===== src/rtl/i2c_addr_pkg.sv =====
package i2c_addr_pkg;
  // strobes from control to datapath
  typedef struct packed {
    logic shiftEn;    // shift one received bit in
    logic clrCnt;     // restart bit counter
    logic latchMatch; // capture match flags and pulse
  } ctrlStrobes_t;

  typedef enum logic [2:0] {
    ST_IDLE,
    ST_SHIFT,
    ST_WAITFALL,
    ST_ACKLOW,
    ST_ACKHIGH
  } addrState_t;
endpackage


===== src/rtl/i2c_bus_edges.sv =====
module i2c_bus_edges (
  input  logic clk,
  input  logic rstN,
  input  logic sclIn,
  input  logic sdaIn,
  output logic sclRise,
  output logic sclFall,
  output logic startDet,
  output logic stopDet
);
  logic sclPrev, sdaPrev;

  always_ff @(posedge clk) begin
    if (!rstN) begin
      sclPrev <= 1'b1;
      sdaPrev <= 1'b1;
    end else begin
      sclPrev <= sclIn;
      sdaPrev <= sdaIn;
    end
  end

  assign sclRise  = sclIn & ~sclPrev;
  assign sclFall  = ~sclIn & sclPrev;
  assign startDet = sclIn & sclPrev & sdaPrev & ~sdaIn;
  assign stopDet  = sclIn & sclPrev & ~sdaPrev & sdaIn;
endmodule


===== src/rtl/i2c_addr_dp.sv =====
module i2c_addr_dp
  import i2c_addr_pkg::*;
#(
  parameter int ADDR_W = 7,
  parameter int EXP_W  = 4
) (
  input  logic              clk,
  input  logic              rstN,
  input  logic              regSel,
  input  logic              regWe,
  input  logic [ADDR_W:0]   regWdata,
  output logic [ADDR_W:0]   regRdata,
  input  logic              sdaIn,
  input  ctrlStrobes_t      strobes,
  output logic              lastBit,
  output logic              anyMatch,
  output logic              matchPulse,
  output logic              matchSecondary,
  output logic              matchGenCall,
  output logic              matchRw
);
  localparam int CNT_W = $clog2(ADDR_W + 1);
  localparam logic [ADDR_W-1:0] EXP_MASK =
    {{EXP_W{1'b1}}, {(ADDR_W - EXP_W){1'b0}}};
  localparam logic [ADDR_W-1:0] FULL_MASK = '1;

  logic [ADDR_W:0]   priReg;
  logic [ADDR_W-1:0] secReg;
  logic [ADDR_W:0]   shiftReg;
  logic [CNT_W-1:0]  bitCnt;

  // register port
  always_ff @(posedge clk) begin
    if (!rstN) begin
      priReg <= '0;
      secReg <= '0;
    end else if (regWe) begin
      if (regSel) secReg <= regWdata[ADDR_W:1];
      else        priReg <= regWdata;
    end
  end

  assign regRdata = regSel ? {secReg, 1'b0} : priReg;

  // address shifter
  always_ff @(posedge clk) begin
    if (!rstN) begin
      shiftReg <= '0;
      bitCnt   <= '0;
    end else if (strobes.clrCnt) begin
      bitCnt   <= '0;
    end else if (strobes.shiftEn) begin
      shiftReg <= {shiftReg[ADDR_W-1:0], sdaIn};
      bitCnt   <= bitCnt + 1'b1;
    end
  end

  assign lastBit = (bitCnt == CNT_W'(ADDR_W));

  // comparators
  logic [ADDR_W-1:0] rxAddr, priMask;
  logic priHit, secHit, genHit, expEn;

  assign expEn   = priReg[0];
  assign rxAddr  = shiftReg[ADDR_W:1];
  assign priMask = expEn ? EXP_MASK : FULL_MASK;
  assign priHit  = ((rxAddr ^ priReg[ADDR_W:1]) & priMask) == '0;
  assign secHit  = (rxAddr == secReg);
  assign genHit  = expEn && (rxAddr == '0);
  assign anyMatch = priHit | secHit | genHit;

  // result capture
  always_ff @(posedge clk) begin
    if (!rstN) begin
      matchPulse     <= 1'b0;
      matchSecondary <= 1'b0;
      matchGenCall   <= 1'b0;
      matchRw        <= 1'b0;
    end else begin
      matchPulse <= strobes.latchMatch;
      if (strobes.latchMatch) begin
        matchSecondary <= secHit & ~priHit & ~genHit;
        matchGenCall   <= genHit;
        matchRw        <= shiftReg[0];
      end
    end
  end
endmodule


===== src/rtl/i2c_addr_ctrl.sv =====
module i2c_addr_ctrl
  import i2c_addr_pkg::*;
(
  input  logic         clk,
  input  logic         rstN,
  input  logic         sclRise,
  input  logic         sclFall,
  input  logic         startDet,
  input  logic         stopDet,
  input  logic         lastBit,
  input  logic         anyMatch,
  output ctrlStrobes_t strobes,
  output logic         sdaOe
);
  addrState_t state, stateNxt;

  always_ff @(posedge clk) begin
    if (!rstN) state <= ST_IDLE;
    else       state <= stateNxt;
  end

  always_comb begin
    stateNxt = state;
    strobes  = '0;
    if (startDet) begin
      stateNxt       = ST_SHIFT;
      strobes.clrCnt = 1'b1;
    end else if (stopDet) begin
      stateNxt = ST_IDLE;
    end else begin
      unique case (state)
        ST_SHIFT: if (sclRise) begin
          strobes.shiftEn = 1'b1;
          if (lastBit) stateNxt = ST_WAITFALL;
        end
        ST_WAITFALL: if (sclFall) stateNxt = anyMatch ? ST_ACKLOW : ST_IDLE;
        ST_ACKLOW:   if (sclRise) stateNxt = ST_ACKHIGH;
        ST_ACKHIGH:  if (sclFall) begin
          stateNxt           = ST_IDLE;
          strobes.latchMatch = 1'b1;
        end
        default: stateNxt = state;
      endcase
    end
  end

  assign sdaOe = (state == ST_ACKLOW) || (state == ST_ACKHIGH);
endmodule


===== src/rtl/i2c_dual_addr_slave.sv =====
module i2c_dual_addr_slave
  import i2c_addr_pkg::*;
#(
  parameter int ADDR_W = 7,
  parameter int EXP_W  = 4
) (
  input  logic            clk,
  input  logic            rstN,
  input  logic            sclIn,
  input  logic            sdaIn,
  output logic            sdaOe,
  input  logic            regSel,
  input  logic            regWe,
  input  logic [ADDR_W:0] regWdata,
  output logic [ADDR_W:0] regRdata,
  output logic            matchPulse,
  output logic            matchSecondary,
  output logic            matchGenCall,
  output logic            matchRw
);
  logic sclRise, sclFall, startDet, stopDet, lastBit, anyMatch;
  ctrlStrobes_t strobes;

  i2c_bus_edges uEdges (
    .clk(clk), .rstN(rstN), .sclIn(sclIn), .sdaIn(sdaIn),
    .sclRise(sclRise), .sclFall(sclFall),
    .startDet(startDet), .stopDet(stopDet)
  );

  i2c_addr_ctrl uCtrl (
    .clk(clk), .rstN(rstN), .sclRise(sclRise), .sclFall(sclFall),
    .startDet(startDet), .stopDet(stopDet), .lastBit(lastBit),
    .anyMatch(anyMatch), .strobes(strobes), .sdaOe(sdaOe)
  );

  i2c_addr_dp #(.ADDR_W(ADDR_W), .EXP_W(EXP_W)) uDp (
    .clk(clk), .rstN(rstN), .regSel(regSel), .regWe(regWe),
    .regWdata(regWdata), .regRdata(regRdata), .sdaIn(sdaIn),
    .strobes(strobes), .lastBit(lastBit), .anyMatch(anyMatch),
    .matchPulse(matchPulse), .matchSecondary(matchSecondary),
    .matchGenCall(matchGenCall), .matchRw(matchRw)
  );
endmodule


===== config.mk =====
export PLATFORM = sky130hd
export DESIGN_NAME = i2c_dual_addr_slave
export DESIGN_NICKNAME = d
export VERILOG_FILES = /design/src/rtl/i2c_addr_pkg.sv /design/src/rtl/i2c_bus_edges.sv /design/src/rtl/i2c_addr_dp.sv /design/src/rtl/i2c_addr_ctrl.sv /design/src/rtl/i2c_dual_addr_slave.sv
export SDC_FILE = /design/constraint.sdc
export NUM_CORES = 1
export LEC_CHECK = 0
export ABC_AREA = 1
export BUFFER_PORTS_ARGS = -buffer_cell sky130_fd_sc_hd__buf_4
export CAP_MARGIN = 20
export CORE_UTILIZATION = 53
export CTS_BUF_LIST = sky130_fd_sc_hd__clkbuf_8
export DETAILED_ROUTE_END_ITERATION = 10
export GPL_TIMING_DRIVEN = 0
export MAX_ROUTING_LAYER = met4
export PLACE_DENSITY = 0.78
export SYNTH_ARGS = -nofsm -noshare
export SYNTH_HDL_FRONTEND = slang
export SYNTH_HIERARCHICAL = 1
export SYNTH_SLANG_ARGS = --single-unit

===== constraint.sdc =====
create_clock -name clk -period 1.98 [get_ports clk]
set_input_delay 0.396 -clock clk [delete_from_list [all_inputs] [get_ports clk]]
set_output_delay 0.396 -clock clk [all_outputs]
set_load 0.02 [all_outputs]

==> results.cfg <==
[critical_path]
crit_type = reg2reg
cp.required_ps = 2200
cp_cell_sequence = inv_1, nand2_1, nor2_1, or2_4, nor4_4, inv_2, nor2_4, buf_6, o21ai_0, a21oi_1
reg2reg_slack_ps = 170
worst-path-max-fanout = 10
cp.arrival_ps = 2020
cp_slowest_cell = nor4_4
start_kind = flip-flop
critPathCaptureType = flip-flop
cp_slowest_stage_delay_ps = 380

[floorplan]
dieArea_um2 = 3610
dieWidth_um = 60.1
initial_core_util = 0.572
die_y_um = 60.1
coreArea_um2 = 3130
std_cell_rows = 20
pin_count = 27

[sta]
worst_slew_margin_rel = 0.713
setup_viol = 0
skew_ps = 6.46
finalCritPeriodShare = 0.914
fin_tns_setup_ps = 0
period_minus_slack_ps = 1810
worst_slack_ps = 171
tightest_slew_ps = 430
hold_viol_final = 0
fmax_mhz = 553
drv_slew = 0

[synth]
yosys_warnings = 6
ys_seq_area_frac = 0.392
synth_top_area_frac = 0.392
syn-instance-count = 264
syn_area_per_cell_um2 = 6.78
syn-cell-area_um2 = 1790
synth_seq_cells = 35
synth_area_leaders = dfxtp_1 39%, nand2_1 12%, o21ai_0 9.0%
synth_nets = 280
ys_types = 31
synth_top_area_cell = dfxtp_1

[layout]
drive_gt1_frac = 0.208
num-fill-cells = 287
area_growth_pct = 20.6
fin_nets = 315
multi_input_area_um2 = 921
fin_area_um2 = 2160
ff_latch_area_um2 = 701
antenna_cells = 0

[flow_run]
drv_cap = 0

[clock_network]
cts_buffers = 5
clock_path_buffers = 2
numClockSinks = 35
clkTransAtPathRegs_ps = 70
clockRootBuffer = clkbuf_8
insertion_delay_ps = 290
hold_buffers = 0
htreeDepth = 2
cts_tree = yes

[power]
p_leak_nw = 1.01
peakVddDrop_uv = 451
p_per_area_nw_per_um2 = 749

[placed_design]
dp_hpwl_um = 2860
postPlaceCellArea_um2 = 2040
pre_cts_slack_ps = -537
gp_congestion = 0.869
portBuffers = 26

[detailed_routing]
drt_iter0_drc = 92
vias_per_cell = 4.93
wire_per_inst_um = 11.5
wl_um = 3940
num_vias = 1685
dr.pass1.iters = 4
ant_nets = 0
drc = 0

[global_route]
grtUsageTotal = 0.248
grt_max_degree = 14
antenna_found_initial = 0
grt_pass1_vias = 1442
grt_remaining_overflow = 0
grt_pass1_wl_um = 6380

[outcome]
status = complete, no violations

[worst_hold_path]
hold_path.class = in2reg
==> final cells by class <==
cell class	count	share of cell area
clock buffer	5	0.0319
tap	44	0.0255
multi-input combinational	183	0.427
buffer	7	0.0180
inverter	39	0.0737
timing repair buffer	28	0.0974
clock inverter	1	0.00174
sequential	35	0.325
==> per-stage QoR <==
step	util	hold slack, ps	power (mW)	cells
after global placement	0.652	456	1.14	334
after CTS	0.680	302	1.62	340
final	0.690	315	1.62	342
after floorplan	-	445	1.04	264
after global routing	0.690	329	1.69	342
after detailed placement	0.652	464	1.15	334
==> registers in the layout, indices dropped and copies added (netlist names) <==
register	flops
uDp/matchGenCall	1
uDp/matchPulse	1
uDp/secReg	7
uDp/priReg	8
uCtrl/state	3
uDp/shiftReg	8
uEdges/sdaPrev	1
uDp/matchSecondary	1
uDp/matchRw	1
uEdges/sclPrev	1
uDp/bitCnt	3
==> layer usage <==
metal | up-vias | part of all wire | track usage
li1 | 900 | - | -
met1 | 731 | 0.48 | 0.333
met2 | 48 | 0.45 | 0.361
met3 | 6 | 0.056 | 0.0476
met4 | 0 | 0.014 | 0.103
met5 | - | 0 | -
==> what timing repair did <==
item / in CTS / in global routing
buffers inserted: 0 / 2
pin swaps: 0 / 1
gates resized for setup: 2 / 5
setup endpoints to repair: 8 / 7
==> kinds of logic after synthesis <==
kind of cell	count (synthesis)	share of synthesized area
simple gates	117	0.288
compound gates	60	0.176
buf+inv	46	0.110
flops	35	0.392
xor+xnor	4	0.0196
fa+ha+maj	2	0.0140
==> report_power, final <==
group | total (mW) | internal (mW) | switching [mW]
Combinational | 0.374 | 0.143 | 0.231
Sequential | 0.776 | 0.743 | 0.0328
Clock | 0.467 | 0.229 | 0.238
Total | 1.62 | 1.11 | 0.501
==> cells in the final DEF (no fill, tap or decap), types with 2 or more instances in the layout <==
master | Yosys | routed
a21oi_1 | 21 | 21
a21oi_2 | 3 | 3
buf_4 | 1 | 29
clkbuf_1 | 3 | 3
clkbuf_8 | 0 | 5
dfxtp_1 | 35 | 35
ha_1 | 2 | 2
inv_1 | 30 | 30
inv_2 | 7 | 8
nand2_1 | 59 | 59
nand2_2 | 2 | 2
nand2_4 | 2 | 2
nand3_1 | 8 | 8
nand3_2 | 2 | 2
nor2_1 | 34 | 33
nor2_2 | 3 | 3
o21ai_0 | 32 | 32
o21ai_1 | 2 | 2
xnor2_1 | 3 | 3
==> Yosys cell counts (all sizes together) <==
cell type / n
nand3: 11
o21ai: 34
or2: 2
inv: 38
buf: 4
clkinv: 1
xnor2: 3
clkbuf: 3
xor2: 1
nand4: 1
o21a: 1
o22ai: 1
nor2: 37
nor3: 2
nor4: 1
dfxtp: 35
a21oi: 24
ha: 2
nand2: 63
==> path summary, 6_finish.rpt <==
kind	start	end	cells after the start
max	uEdges/sdaPrev$_SDFF_PN1_	uDp/shiftReg[5]$_SDFFE_PN0P_	10
min	sdaIn	uEdges/sdaPrev$_SDFF_PN1_	3
max reg2reg	uEdges/sdaPrev$_SDFF_PN1_	uDp/shiftReg[5]$_SDFFE_PN0P_	10
min reg2reg	uDp/bitCnt[1]$_SDFFE_PP0P_	uDp/bitCnt[1]$_SDFFE_PP0P_	2
==> critical path: cells and delay by family (launching register included) <==
family	cells	cell delay, ps
AO/OA/AOI/OAI	2	210
buffers and inverters	3	290
flip-flops	1	340
AND/OR/NAND/NOR	5	890
(Power assumes the default switching activity.)
